==> src/rtl/tx_sched_pkg.sv <==
package tx_sched_pkg;
  typedef enum logic [3:0] {
    ST_EMPTY   = 4'd1,
    ST_READY   = 4'd2,
    ST_TX_OK   = 4'd4,
    ST_ERROR   = 4'd6,
    ST_ABORTED = 4'd7
  } buf_state_e;

  typedef enum logic {
    SCH_IDLE = 1'b0,
    SCH_BUSY = 1'b1
  } sched_e;
endpackage

==> src/rtl/tx_buf_fsm.sv <==
module tx_buf_fsm
  import tx_sched_pkg::*;
(
  input  logic       clk_i,
  input  logic       rst_ni,
  input  logic       cmd_hit_i,
  input  logic       cmd_abort_i,
  input  logic       cmd_ready_i,
  input  logic       cmd_empty_i,
  input  logic       done_ok_i,
  input  logic       done_err_i,
  output logic [3:0] state_o
);
  buf_state_e state_q, state_d;

  // command steps are applied in sequence, each on the previous result
  always_comb begin
    state_d = state_q;
    if (cmd_hit_i) begin
      if (cmd_abort_i && state_d == ST_READY) state_d = ST_ABORTED;
      if (cmd_ready_i && state_d != ST_READY) state_d = ST_READY;
      if (cmd_empty_i && (state_d == ST_TX_OK || state_d == ST_ERROR ||
                          state_d == ST_ABORTED)) state_d = ST_EMPTY;
    end
    if (done_ok_i)       state_d = ST_TX_OK;
    else if (done_err_i) state_d = ST_ERROR;
  end

  always_ff @(posedge clk_i or negedge rst_ni) begin
    if (!rst_ni) state_q <= ST_EMPTY;
    else         state_q <= state_d;
  end

  assign state_o = state_q;

  assert_legal_state_R1: assert property (@(posedge clk_i) disable iff (!rst_ni)
    state_q inside {ST_EMPTY, ST_READY, ST_TX_OK, ST_ERROR, ST_ABORTED});

  assert_done_ok_R8: assert property (@(posedge clk_i) disable iff (!rst_ni)
    done_ok_i |=> state_q == ST_TX_OK);

  assert_ready_kept_R4: assert property (@(posedge clk_i) disable iff (!rst_ni)
    (cmd_hit_i && cmd_empty_i && !cmd_abort_i && state_q == ST_READY &&
     !done_ok_i && !done_err_i) |=> state_q == ST_READY);

  assert_abort_only_ready_R2: assert property (@(posedge clk_i) disable iff (!rst_ni)
    (cmd_hit_i && cmd_abort_i && !cmd_ready_i && !cmd_empty_i &&
     state_q != ST_READY && !done_ok_i && !done_err_i) |=> $stable(state_q));
endmodule

==> src/rtl/tx_prio_pick.sv <==
module tx_prio_pick
  import tx_sched_pkg::*;
#(
  parameter int N_BUF  = 4,
  parameter int PRIO_W = 3,
  localparam int IDX_W = (N_BUF > 1) ? $clog2(N_BUF) : 1
) (
  input  logic [N_BUF-1:0][3:0]        state_i,
  input  logic [N_BUF-1:0][PRIO_W-1:0] prio_i,
  output logic                         found_o,
  output logic [IDX_W-1:0]             idx_o
);
  logic [PRIO_W-1:0] best;

  // strictly-greater scan from 0: ties keep lowest index, priority 0 never wins
  always_comb begin
    best    = '0;
    idx_o   = '0;
    found_o = 1'b0;
    for (int i = 0; i < N_BUF; i++) begin
      if (state_i[i] == ST_READY && prio_i[i] > best) begin
        best    = prio_i[i];
        idx_o   = IDX_W'(i);
        found_o = 1'b1;
      end
    end
  end
endmodule

==> src/rtl/tx_frame_ctr.sv <==
module tx_frame_ctr #(
  parameter int CNT_W = 16
) (
  input  logic             clk_i,
  input  logic             rst_ni,
  input  logic             clr_i,
  input  logic             inc_i,
  output logic [CNT_W-1:0] cnt_o
);
  always_ff @(posedge clk_i or negedge rst_ni) begin
    if (!rst_ni)    cnt_o <= '0;
    else if (clr_i) cnt_o <= '0;
    else if (inc_i) cnt_o <= cnt_o + 1'b1;
  end

  assert_clear_R12: assert property (@(posedge clk_i) disable iff (!rst_ni)
    clr_i |=> cnt_o == '0);

  assert_count_up_R8: assert property (@(posedge clk_i) disable iff (!rst_ni)
    (inc_i && !clr_i) |=> cnt_o == $past(cnt_o) + 1'b1);
endmodule

==> src/rtl/tx_sched.sv <==
module tx_sched
  import tx_sched_pkg::*;
#(
  parameter int N_BUF   = 4,
  parameter int PRIO_W  = 3,
  parameter int FIELD_W = 4,
  parameter int WORD_W  = 32,
  parameter int CNT_W   = 16,
  localparam int IDX_W  = (N_BUF > 1) ? $clog2(N_BUF) : 1
) (
  input  logic              clk_i,
  input  logic              rst_ni,
  input  logic              enable_i,
  input  logic              cmd_valid_i,
  input  logic [N_BUF-1:0]  cmd_sel_i,
  input  logic              cmd_abort_i,
  input  logic              cmd_ready_i,
  input  logic              cmd_empty_i,
  input  logic              clr_tx_cnt_i,
  input  logic              clr_rx_cnt_i,
  input  logic              rx_frame_i,
  input  logic              prio_we_i,
  input  logic [WORD_W-1:0] prio_wdata_i,
  input  logic              tx_done_i,
  input  logic              tx_err_i,
  output logic              tx_req_o,
  output logic [IDX_W-1:0]  tx_idx_o,
  output logic [WORD_W-1:0] status_o,
  output logic [WORD_W-1:0] prio_o,
  output logic              txnf_o,
  output logic              tx_busy_o,
  output logic              idle_o,
  output logic              irq_txdone_o,
  output logic              irq_bufchg_o,
  output logic [CNT_W-1:0]  tx_cnt_o,
  output logic [CNT_W-1:0]  rx_cnt_o
);
  logic [N_BUF-1:0][3:0]        state_w;
  logic [N_BUF-1:0][PRIO_W-1:0] prio_q;
  logic [N_BUF-1:0]             empty_w;
  logic                         pick_found;
  logic [IDX_W-1:0]             pick_idx;
  sched_e                       sch_q;
  logic [IDX_W-1:0]             busy_idx_q;
  logic                         cmd_go, done_ok, done_err;
  logic                         unused_prio_bits;

  assign unused_prio_bits = ^prio_wdata_i;
  assign cmd_go   = cmd_valid_i & enable_i;
  assign done_ok  = (sch_q == SCH_BUSY) & tx_done_i;
  assign done_err = (sch_q == SCH_BUSY) & tx_err_i & ~tx_done_i;

  for (genvar i = 0; i < N_BUF; i++) begin : g_buf
    tx_buf_fsm u_fsm (
      .clk_i      (clk_i),
      .rst_ni     (rst_ni),
      .cmd_hit_i  (cmd_go & cmd_sel_i[i]),
      .cmd_abort_i(cmd_abort_i),
      .cmd_ready_i(cmd_ready_i),
      .cmd_empty_i(cmd_empty_i),
      .done_ok_i  (done_ok  & (busy_idx_q == IDX_W'(i))),
      .done_err_i (done_err & (busy_idx_q == IDX_W'(i))),
      .state_o    (state_w[i])
    );
    assign empty_w[i] = (state_w[i] == ST_EMPTY);

    always_ff @(posedge clk_i or negedge rst_ni) begin
      if (!rst_ni)        prio_q[i] <= '0;
      else if (prio_we_i) prio_q[i] <= prio_wdata_i[i*FIELD_W +: PRIO_W];
    end
  end

  always_comb begin
    status_o = '0;
    prio_o   = '0;
    for (int i = 0; i < N_BUF; i++) begin
      status_o[i*FIELD_W +: FIELD_W] = FIELD_W'(state_w[i]);
      prio_o[i*FIELD_W +: PRIO_W]    = prio_q[i];
    end
  end

  tx_prio_pick #(.N_BUF(N_BUF), .PRIO_W(PRIO_W)) u_pick (
    .state_i(state_w),
    .prio_i (prio_q),
    .found_o(pick_found),
    .idx_o  (pick_idx)
  );

  always_ff @(posedge clk_i or negedge rst_ni) begin
    if (!rst_ni) begin
      sch_q      <= SCH_IDLE;
      busy_idx_q <= '0;
    end else if (sch_q == SCH_IDLE) begin
      if (enable_i && pick_found) begin
        sch_q      <= SCH_BUSY;
        busy_idx_q <= pick_idx;
      end
    end else if (tx_done_i || tx_err_i) begin
      sch_q <= SCH_IDLE;
    end
  end

  always_ff @(posedge clk_i or negedge rst_ni) begin
    if (!rst_ni) begin
      irq_txdone_o <= 1'b0;
      irq_bufchg_o <= 1'b0;
    end else begin
      irq_txdone_o <= done_ok;
      irq_bufchg_o <= done_ok | done_err;
    end
  end

  tx_frame_ctr #(.CNT_W(CNT_W)) u_tx_ctr (
    .clk_i (clk_i),
    .rst_ni(rst_ni),
    .clr_i (clr_tx_cnt_i),
    .inc_i (done_ok),
    .cnt_o (tx_cnt_o)
  );

  tx_frame_ctr #(.CNT_W(CNT_W)) u_rx_ctr (
    .clk_i (clk_i),
    .rst_ni(rst_ni),
    .clr_i (clr_rx_cnt_i),
    .inc_i (rx_frame_i),
    .cnt_o (rx_cnt_o)
  );

  assign tx_req_o  = (sch_q == SCH_BUSY);
  assign tx_busy_o = tx_req_o;
  assign idle_o    = ~tx_req_o;
  assign tx_idx_o  = busy_idx_q;
  assign txnf_o    = |empty_w;

  assert_no_start_disabled_R6: assert property (@(posedge clk_i) disable iff (!rst_ni)
    (!enable_i && sch_q == SCH_IDLE) |=> sch_q == SCH_IDLE);

  assert_cmd_ignored_R6: assert property (@(posedge clk_i) disable iff (!rst_ni)
    (!enable_i && !tx_done_i && !tx_err_i) |=> $stable(status_o));

  assert_pick_valid_R7: assert property (@(posedge clk_i) disable iff (!rst_ni)
    pick_found |-> (state_w[pick_idx] == ST_READY && prio_q[pick_idx] != '0));

  assert_irq_pulse_R8: assert property (@(posedge clk_i) disable iff (!rst_ni)
    irq_txdone_o |=> !irq_txdone_o);

  assert_err_no_txdone_R9: assert property (@(posedge clk_i) disable iff (!rst_ni)
    done_err |=> (irq_bufchg_o && !irq_txdone_o));
endmodule

==> config.mk <==
export PLATFORM = sky130hd
export DESIGN_NAME = tx_sched
export DESIGN_NICKNAME = d
export VERILOG_FILES = /design/src/rtl/tx_sched_pkg.sv /design/src/rtl/tx_buf_fsm.sv /design/src/rtl/tx_prio_pick.sv /design/src/rtl/tx_frame_ctr.sv /design/src/rtl/tx_sched.sv
export SDC_FILE = /design/constraint.sdc
export NUM_CORES = 1
export LEC_CHECK = 0
export BUFFER_PORTS_ARGS = -buffer_cell sky130_fd_sc_hd__buf_2
export CORE_UTILIZATION = 44
export CTS_BUF_LIST = sky130_fd_sc_hd__clkbuf_16
export DETAILED_ROUTE_END_ITERATION = 6
export GPL_TIMING_DRIVEN = 0
export PLACE_DENSITY = 0.73
export SLEW_MARGIN = 20
export SYNTH_ARGS = -nofsm -noshare
export SYNTH_HDL_FRONTEND = slang
export SYNTH_SLANG_ARGS = --single-unit
==> constraint.sdc <==
create_clock -name clk_i -period 4 [get_ports clk_i]
set_input_delay 0.4 -clock clk_i [delete_from_list [all_inputs] [get_ports clk_i]]
set_output_delay 0.4 -clock clk_i [all_outputs]
set_load 0.005 [all_outputs]
Yosys cells after proc, flatten, opt, wreduce, memory -nomap -nowiden
Index checks and enable logic that the tools add are counted.
{ "word_totals": {"register_bits": 65, "inputBits": 49, "out_inout_bits": 104, "wordCells": 150} }
{ "op_classes": {"add_sub_neg": 2, "n_lt_le_gt_ge": 4, "eq_ne": 27, "n_mux": 49, "bitwise": 19, "reduce_logical": 35} }
{ "ops": {"columns": ["op", "count"], "rows": [
  ["4-bit 2-to-1 mux", 32],
  ["16-bit 2-to-1 mux", 4],
  ["4-bit by 3-bit equality test with 1-bit output (second input constant)", 12],
  ["16-bit by 1-bit adder with 16-bit output (second input constant)", 2],
  ["1-bit logical AND", 17],
  ["1-bit AND", 16],
  ["4-bit by 1-bit equality test with 1-bit output (second input constant)", 4],
  ["4-bit by 2-bit equality test with 1-bit output (second input constant)", 4],
  ["4-bit by 2-bit != test with 1-bit output (second input constant)", 4],
  ["3-bit nonzero test", 4],
  ["3-bit greater-than comparator", 3],
  ["1-bit logical OR", 9],
  ["3-bit 2-to-1 mux", 3],
  ["1-bit 2-to-1 mux", 8],
  ["2-bit equality test (second input constant)", 2],
  ["2-bit 2-to-1 mux", 2],
  ["2-bit nonzero test", 2],
  ["4-bit OR reduction", 1],
  ["3-bit by 1-bit greater-than comparator with 1-bit output (second input constant)", 1],
  ["2-bit by 1-bit equality test with 1-bit output (second input constant)", 1],
  ["2-bit logical NOT", 1],
  ["1-bit NOT", 2],
  ["2-bit AND reduction", 1],
  ["1-bit OR", 1]
]} }

Longest topological paths before layout
Gate-level depths: netlist of the first run.
{ "logic_depth": {"ltp_word": 16, "ltp_mapped": 18, "depth_no_buf": 18} }

By module
From an unflattened synthesis of the first run, not the netlist that was laid out.
{ "unflattened": {"hier_cells": 408, "hier_area_um2": 4139.0} }
{ "modules_own_cells": {"columns": ["module", "instances", "cells_per_inst", "area_per_inst_um2", "seq_area_each_um2"], "rows": [
  ["tx_frame_ctr", 2, 82, 872.1, 400.4],
  ["tx_sched", 1, 98, 1027.2, 425.4],
  ["tx_buf_fsm", 4, 24, 244.0, 101.3],
  ["tx_prio_pick", 1, 50, 391.6, 0.0]
]} }

Worst setup path after synthesis of the first run
No wires, ideal clock.
{ "synth_path": {"path_type": "register to register", "startpoint": "reg g_buf[0].u_fsm.state_q[3]", "endpoint": "reg busy_idx_q[0], in the netlist tx_idx_o[0]", "setup_ps": 121, "arrival_time_ps": 4349, "required_time_ps": 3879, "setup_slack_ps": -470, "stages_incl_launch_ff": 18, "path_buffers": 0, "period_less_slack_ps": 4470, "path_cell_list": "dfrtp_1 nor4b_1 nand2_1 ha_1 and3_1 a211oi_4 mux2_4 ha_1 and3_1 a211oi_4 inv_2 mux2_2 ha_1 nor2b_1 o21a_1 o21a_1 a21o_1 a22o_1"} }
{ "synth_via": {"elab_chain_cells": 14, "word_cells_on_any_way": 20, "cone_classes": "3 x order compare; 1 x eq/ne; 10 x mux; 6 x reduce/logical"} }
{ "synth_rtl": {"columns": ["element", "line_no", "text"], "rows": [
  ["from (decl)", "tx_buf_fsm.sv:14", "buf_state_e state_q, state_d;"],
  ["from (signal assigned)", "tx_buf_fsm.sv:31", "else state_q <= state_d;"],
  ["4-bit by 2-bit equality test with 1-bit output *", "tx_prio_pick.sv:21", "if (state_i[i] == ST_READY && prio_i[i] > best) begin"],
  ["1-bit logical AND *", "tx_prio_pick.sv:21", null],
  ["3-bit 2-to-1 mux", "tx_prio_pick.sv:21", null],
  ["3-bit greater-than comparator", "tx_prio_pick.sv:21", null],
  ["1-bit logical AND", "tx_prio_pick.sv:21", null],
  ["3-bit 2-to-1 mux", "tx_prio_pick.sv:21", null],
  ["3-bit greater-than comparator", "tx_prio_pick.sv:21", null],
  ["1-bit logical AND", "tx_prio_pick.sv:21", null],
  ["3-bit 2-to-1 mux", "tx_prio_pick.sv:21", null],
  ["3-bit greater-than comparator", "tx_prio_pick.sv:21", null],
  ["1-bit logical AND", "tx_prio_pick.sv:21", null],
  ["1-bit 2-to-1 mux", "tx_prio_pick.sv:21", null],
  ["1-bit logical AND", "tx_sched.sv:94", "if (enable_i && pick_found) begin"],
  ["2-bit AND reduction (no source line)", null, null],
  ["to (signal assigned)", "tx_sched.sv:96", "busy_idx_q <= pick_idx;"],
  ["to (decl)", "tx_sched.sv:44", "logic [IDX_W-1:0] busy_idx_q;"]
]} }
Every way passes the cells marked *; elsewhere a longest branch is shown, timed or not.
A chain may end at the register's enable or synchronous reset.

Worst setup path in the final report of the first run
Same ends and word-level chain as after synthesis.

==> flow_summary.yaml, run 1 <==
layout:
  register_area_um2: 1640
  fill_cells: 731
  multi_input_area_um2: 2090
  stdcell_area_um2: 5050
  diodes: 0
  syn2layout_area_growth_pct: 31.9
  layoutNonFillerInstCount: 669
  drive_gt1_share_pct: 35.5
  final_nets: 619
synthesis:
  syn_area_um2: 3830
  synthArstFlopShare_pct: 100
  synthTopCellsByCount: "dfrtp_1 (61), nor2_1 (50), nand2_1 (38)"
  syn-instance-count: 410
  synth_edf_count: 0
  synth_top_cell_area_share_pct: 39.9
  synth_cell_types: 54
  synth.area.top_cells: "dfrtp_1 (40%), buf_4 (7.3%), xor2_1 (5.0%)"
  synth_area_per_cell_um2: 9.34
  synth_warnings: 0
  ys_dominant_reg_cell: "dfrtp_1"
  yosys.area.top_type: "dfrtp_1"
  ys_seq_area_share_pct: 42.6
  ys_ff_latch: 65
  synth.most_common_cell: "dfrtp_1"
floorplan:
  dieHeight_um: 95.3
  io_pins: 153
  initial_core_util_pct: 46.1
  die_w_um: 95.3
  coreArea_um2: 8300
  rows: 33
  dieArea_um2: 9080
timing:
  holdWs_ps: -7.46
  drv_slew: 0
  hold_violations: 8
  tns_ps: -671
  timing.fmax_ghz: 0.233
  post-route-period-util_pct: 107
  slew-limit-headroom_pct: 62.1
  worst_slew_pin_slew_ps: 563
  fin_worst_skew_ps: 3.97
  setup_viol: 3
  fin_ws_ps: -291
  fin_crit_ps: 4290
  grt_setup_unrepaired: "true"
status:
  status: "finished, violations left"
  violations: "negative hold slack, negative setup slack"
pwr:
  peakVddDrop_mv: 0.288
  power_mw: 2.35
  power_leakage_nw: 2.55
  power_density_nw_per_um2: 465
routing:
  drc: 0
  viasPerCell: 5.22
  drt_iter0_drc: 113
  drt-total-wl_um: 9620
  vias: 3490
  drt_pre_antenna_iters: 4
  wl_per_cell_um: 14.4
  ant_nets: 0
setup_path:
  cp.arrival_ps: 4490
  crit_path_start_kind: "register"
  critPathLaunch: "g_buf[0].u_fsm.state_o[3]"
  r2r_start: "g_buf[0].u_fsm.state_o[3]"
  critPathRequiredTime_ps: 4200
  endpoint_kind: "register"
  critPathMaxFanout: 6
  crit_type: "register to register"
place:
  routabilityCongestion: 0.910
  place_area_um2: 4630
  dp_worst_setup_slack_ps: -461
  io_buffer_count: 92
  dp_hpwl_um: 6760
  post-place-cells: 643
clock_tree:
  clk_path_buf_depth: 2
  cts_sinks: 65
  cts_tree: "done"
  cts_made_buffers: 9
  cts-root-buf: "clkbuf_16"
  clock_latency_ps: 320
  htreeDepth: 3
  clkTransAtPathRegs_ps: 50
global_route:
  antenna_found_initial: 0
  gr-total-overflow: 0
  grt_pass1_wl_um: 15500
  gr-usage-all-layers_pct: 21.8
  grt_pass1_vias: 3280
  grt_max_degree: 40
job:
  cap_violations: 0
min_path:
  min_path_type: "input port to asynchronous set/reset pin"
-- what timing repair did --
action                     CTS  global route
resized for setup            6             9
setup endpoints to repair    3             3
pin swaps                    9             7
hold endpoints to repair     0             0
setup buffers                9             1
hold buffers                 0             0
cloned                       0             0
-- logic make-up after synthesis --
kind of cell	share of synthesized area, %
simple gates	19.8
compound gates	14.4
flops	42.6
buf+inv	9.58
xor+xnor	6.64
fa+ha+maj	3.60
mux	3.30
other cells	0.0980
-- cell type report --
class | count | share of cell area [%]
Inverter | 13 | 0.967
Clock inverter | 7 | 0.743
Buffer | 47 | 6.29
Tap cell | 105 | 2.60
Multi-Input combinational cell | 320 | 41.5
Timing Repair Buffer | 103 | 11.1
Sequential cell | 65 | 32.4
Clock buffer | 9 | 4.46
-- worst max-delay path, stage by stage, from the launching register on --
cell,delay (ps)
dfrtp_2,420
nor4b_4,380
nand2_2,130
ha_4,300
nand3b_1,120
a211oi_4,360
mux2_4,360
ha_4,150
nand3b_1,190
a211oi_4,260
inv_2,80
mux2_4,310
ha_4,220
nor2b_4,120
o21a_1,170
o21a_1,200
a21o_1,170
a22o_1,220
-- metrics by stage --
step           utilization [%]  hold WS, ps
2_1_floorplan                -          104
3_3_place_gp              55.5          522
3_5_place_dp              55.8          349
4_1_cts                   60.1         6.60
5_1_grt                   60.8         26.4
6_report                  60.8        -7.46
-- sequential cells by signal, summed over array words and instances (netlist names) --
register             flops
tx_busy_o                1
irq_txdone_o             1
g_buf.u_fsm.state_o     16
irq_bufchg_o             1
tx_idx_o                 2
prio_o                  12
u_tx_ctr.cnt_o          16
u_rx_ctr.cnt_o          16
-- routing by layer --
metal / GRT usage, % / part of all wire [%] / vias up
met5: 0 / 0 / -
met4: 9.47 / 2.5 / 0
met3: 4.07 / 6.9 / 23
met2: 35.7 / 48 / 138
met1: 28.0 / 43 / 1668
li1: - / - / 1661
-- cell usage in the layout, fill, tap and decap left out, types with 8 or more instances in the layout --
cell,count
a21oi_1,17
buf_2,92
buf_4,48
clkbuf_1,8
clkbuf_16,9
conb_1,36
dfrtp_1,58
inv_1,11
mux2_2,8
nand2_1,36
nand3_1,16
nand4_1,8
nor2_1,50
o21ai_0,20
xor2_1,22
-- path summary, 6_finish.rpt --
path / to / slack, ps / cells past startpoint
setup / recovery: tx_idx_o[0] / -290 / 17
hold / removal: g_buf[1].u_fsm.state_o[3] / -7 / 1
min in group clk_i: prio_o[9] / 290 / 3
hold reg to reg: u_rx_ctr.cnt_o[15] / 530 / 2
max in group asynchronous: g_buf[2].u_fsm.state_o[0] / 3440 / 2
setup reg to reg: tx_idx_o[0] / -290 / 17
-- power by group --
group	leakage, nW	internal (mW)	total (mW)	switching (mW)
Clock	0.126	0.411	0.696	0.285
Sequential	0.834	0.761	0.904	0.144
Combinational	1.59	0.385	0.746	0.361
Total	2.55	1.56	2.35	0.790
Power figures use the tool's default switching activity.
==> inputs of run 2 (changes only) <==
- CORE_UTILIZATION: 44 -> 45
- SYNTH_HIERARCHICAL: not set -> 1
==> flow_summary.yaml, run 2 <==
status:
  status: "finished, violations left"
  violations: "design-rule violations, negative setup slack"
pwr:
  switching_power_uw: 845
  pwr-share-seq_pct: 34.0
  combPwrFrac_pct: 38.3
  peakVddDrop_mv: 0.327
  pwr-share-clk_pct: 27.7
  sw_frac_of_total_pct: 31.8
  internal_power_mw: 1.81
  power_density_nw_per_um2: 488
  power_leakage_nw: 2.64
  power_mw: 2.66
synthesis:
  synthArstFlopShare_pct: 100
  syn-instance-count: 408
  ys_ff_latch: 65
  synth_cell_types: 53
  synth.area.top_cells: "dfrtp_1 (37%), buf_4 (7.1%), mux2_2 (5.4%)"
  synthTopCellsByCount: "dfrtp_1 (61), nor2_1 (44), buf_4 (39)"
  syn_area_um2: 4140
  synth_area_per_cell_um2: 10.1
  synth_warnings: 6
  ys_seq_area_share_pct: 39.4
  synth_edf_count: 0
  synth.most_common_cell: "dfrtp_1"
  synth_top_cell_area_share_pct: 36.9
  ys_dominant_reg_cell: "dfrtp_1"
  yosys.area.top_type: "dfrtp_1"
routing:
  drt_iter0_drc: 82
  drt_pre_antenna_iters: 7
  wl_per_cell_um: 14.0
  drc: 10
  vias: 3495
  drt-total-wl_um: 9460
  ant_nets: 0
  viasPerCell: 5.17
timing:
  post-route-period-util_pct: 118
  grt_setup_unrepaired: "true"
  holdWs_ps: 8.54
  fin_crit_ps: 4700
  worst_slew_pin_slew_ps: 516
  hold_violations: 0
  tns_ps: -1990
  fin_worst_skew_ps: 9.22
  slew-limit-headroom_pct: 65.1
  drv_slew: 0
  fin_ws_ps: -702
  timing.fmax_ghz: 0.213
  setup_viol: 3
clock_tree:
  ctsHoldBuffers: 0
  cts-root-buf: "clkbuf_16"
  cts_made_buffers: 9
  clkTransAtPathRegs_ps: 50
  clk_path_buf_depth: 2
  clock_latency_ps: 320
  htreeDepth: 3
  cts_tree: "done"
  cts_sinks: 65
global_route:
  antenna_found_initial: 0
  gr-total-overflow: 0
  grt_pass1_wl_um: 15800
  grt_max_degree: 37
  gr-usage-all-layers_pct: 20.2
  grt_pass1_vias: 3343
setup_path:
  critPathRequiredTime_ps: 4200
  cpMostUsedCell: "buf_4"
  endpoint_kind: "register"
  crit_path_start_kind: "register"
  critPathMaxFanout: 4
  cpPeakStageDelay_ps: 420
  cp.arrival_ps: 4900
  worstPathCellList: "nor4b_4, nand2_1, buf_4, buf_4, buf_4, buf_4, buf_4, buf_4, buf_4, mux2_4, ha_4, nor2b_4, o21ai_2, a21oi_4, mux2_4, ha_4, nor2b_4, o21ai_2, a21oi_2, or4_4, nand3b_1, mux2_4"
  crit_path_top_delay_cell: "or4_4"
  crit_type: "register to register"
floorplan:
  initial_core_util_pct: 47.0
  io_pins: 153
  dieHeight_um: 97.9
  coreArea_um2: 8810
  rows: 34
  die_w_um: 97.9
  dieArea_um2: 9590
layout:
  postLayoutCoreUtil_pct: 61.9
  syn2layout_area_growth_pct: 31.7
  drive_gt1_share_pct: 43.1
  diodes: 0
  final_nets: 624
  final_common_cell: "buf_2"
  final_cell_mix: "buf_2 (93), dfrtp_1 (58), buf_4 (56)"
place:
  dp_hpwl_um: 6740
  io_buffer_count: 93
  routabilityCongestion: 0.898
job:
  cap_violations: 0
min_path:
  min_path_type: "input port to asynchronous set/reset pin"
==> run 2: cell types whose count changed after synthesis, sizes merged, moves of 10 or more <==
| cell | change |
|---|---|
| mux2 | +14 |
| nand3 | -10 |
| xor2 | -16 |
| nand2 | -20 |
| inv | +14 |
==> run 2: cell type report <==
class,count,area [um^2]
repair buffers,110,608
well taps,108,135
plain buffers,46,350
clock inverters,6,51.3
inverters,26,97.6
fillers,731,3360
flip-flops and latches,65,1640
multi-input cells,306,2350
clock buffers,9,225
==> run 2: per-stage QoR <==
step	setup slack, ps	cell area, um^2	cells
6_report	-702	5450	676
5_1_grt	-883	5450	676
4_1_cts	-666	5420	675
3_5_place_dp	-885	4960	645
3_3_place_gp	-849	4940	644
2_1_floorplan	-542	4340	443
==> run 2: cells by family (layout without fill, tap and decap cells) <==
| logic type | after synthesis | after routing | synth area share, % |
|---|---|---|---|
| adders and majority gates | 11 | 11 | 3.33 |
| xor gates and xnor gates | 20 | 20 | 4.23 |
| and+or+nand+nor | 162 | 162 | 24.7 |
| AOI/OAI and AO/OA | 51 | 51 | 10.2 |
| other | 1 | 36 | 0.0906 |
| buffers and inverters | 72 | 197 | 10.8 |
| muxes | 26 | 26 | 7.19 |
| DFF | 65 | 65 | 39.4 |
==> run 2: critical path, delay by kind of cell, from the launching register on <==
family                     cells  cell delay (ps)
AOI/OAI and AO/OA              4              470
adders and majority gates      2              510
buffers and inverters          7              880
DFF                            1              410
muxes                          3              950
and+or+nand+nor                6             1360
==> run 2: final timing paths <==
path                                      startpoint                   endpoint  slack [ps]  cells past startpoint
hold / removal                                rst_ni               irq_bufchg_o           9                      1
setup reg to reg           g_buf[0].u_fsm/state_o[3]                tx_idx_o[0]        -700                     22
max in group asynchronous                     rst_ni  g_buf[3].u_fsm/state_o[0]        3390                      2
hold reg to reg                           prio_o[12]                 prio_o[12]         530                      1
min in group clk_i                          tx_err_i                  tx_busy_o         290                      2
setup / recovery           g_buf[0].u_fsm/state_o[3]                tx_idx_o[0]        -700                     22
==> run 2: timing repair <==
action | in CTS | in global routing
pin swaps | 9 | 0
buffers inserted | 15 | 1
endpoints found under the hold margin | 0 | 0
setup endpoints to repair | 3 | 3
resized for setup | 14 | 3
==> run 2: power by group through the flow <==
stage | sequential, mW | clock [mW] | combinational [mW]
2_1_floorplan | 0.886 | 0 | 0.588
3_3_place_gp | 0.909 | 0 | 0.805
3_5_place_dp | 0.911 | 0 | 0.838
4_1_cts | 0.901 | 0.757 | 0.970
5_1_grt | 0.927 | 0.790 | 1.10
6_report | 0.903 | 0.737 | 1.02
==> run 2: metal layers <==
| layer | GRT usage (%) | wire length, um | share of wire (%) | up-vias |
|---|---|---|---|---|
| met5 | 0 | 0 | 0 | - |
| met4 | 7.46 | 99 | 1.0 | 0 |
| met3 | 3.94 | 492 | 5.2 | 12 |
| met2 | 33.6 | 4780 | 51 | 110 |
| met1 | 26.2 | 4090 | 43 | 1679 |
| li1 | - | - | - | 1694 |
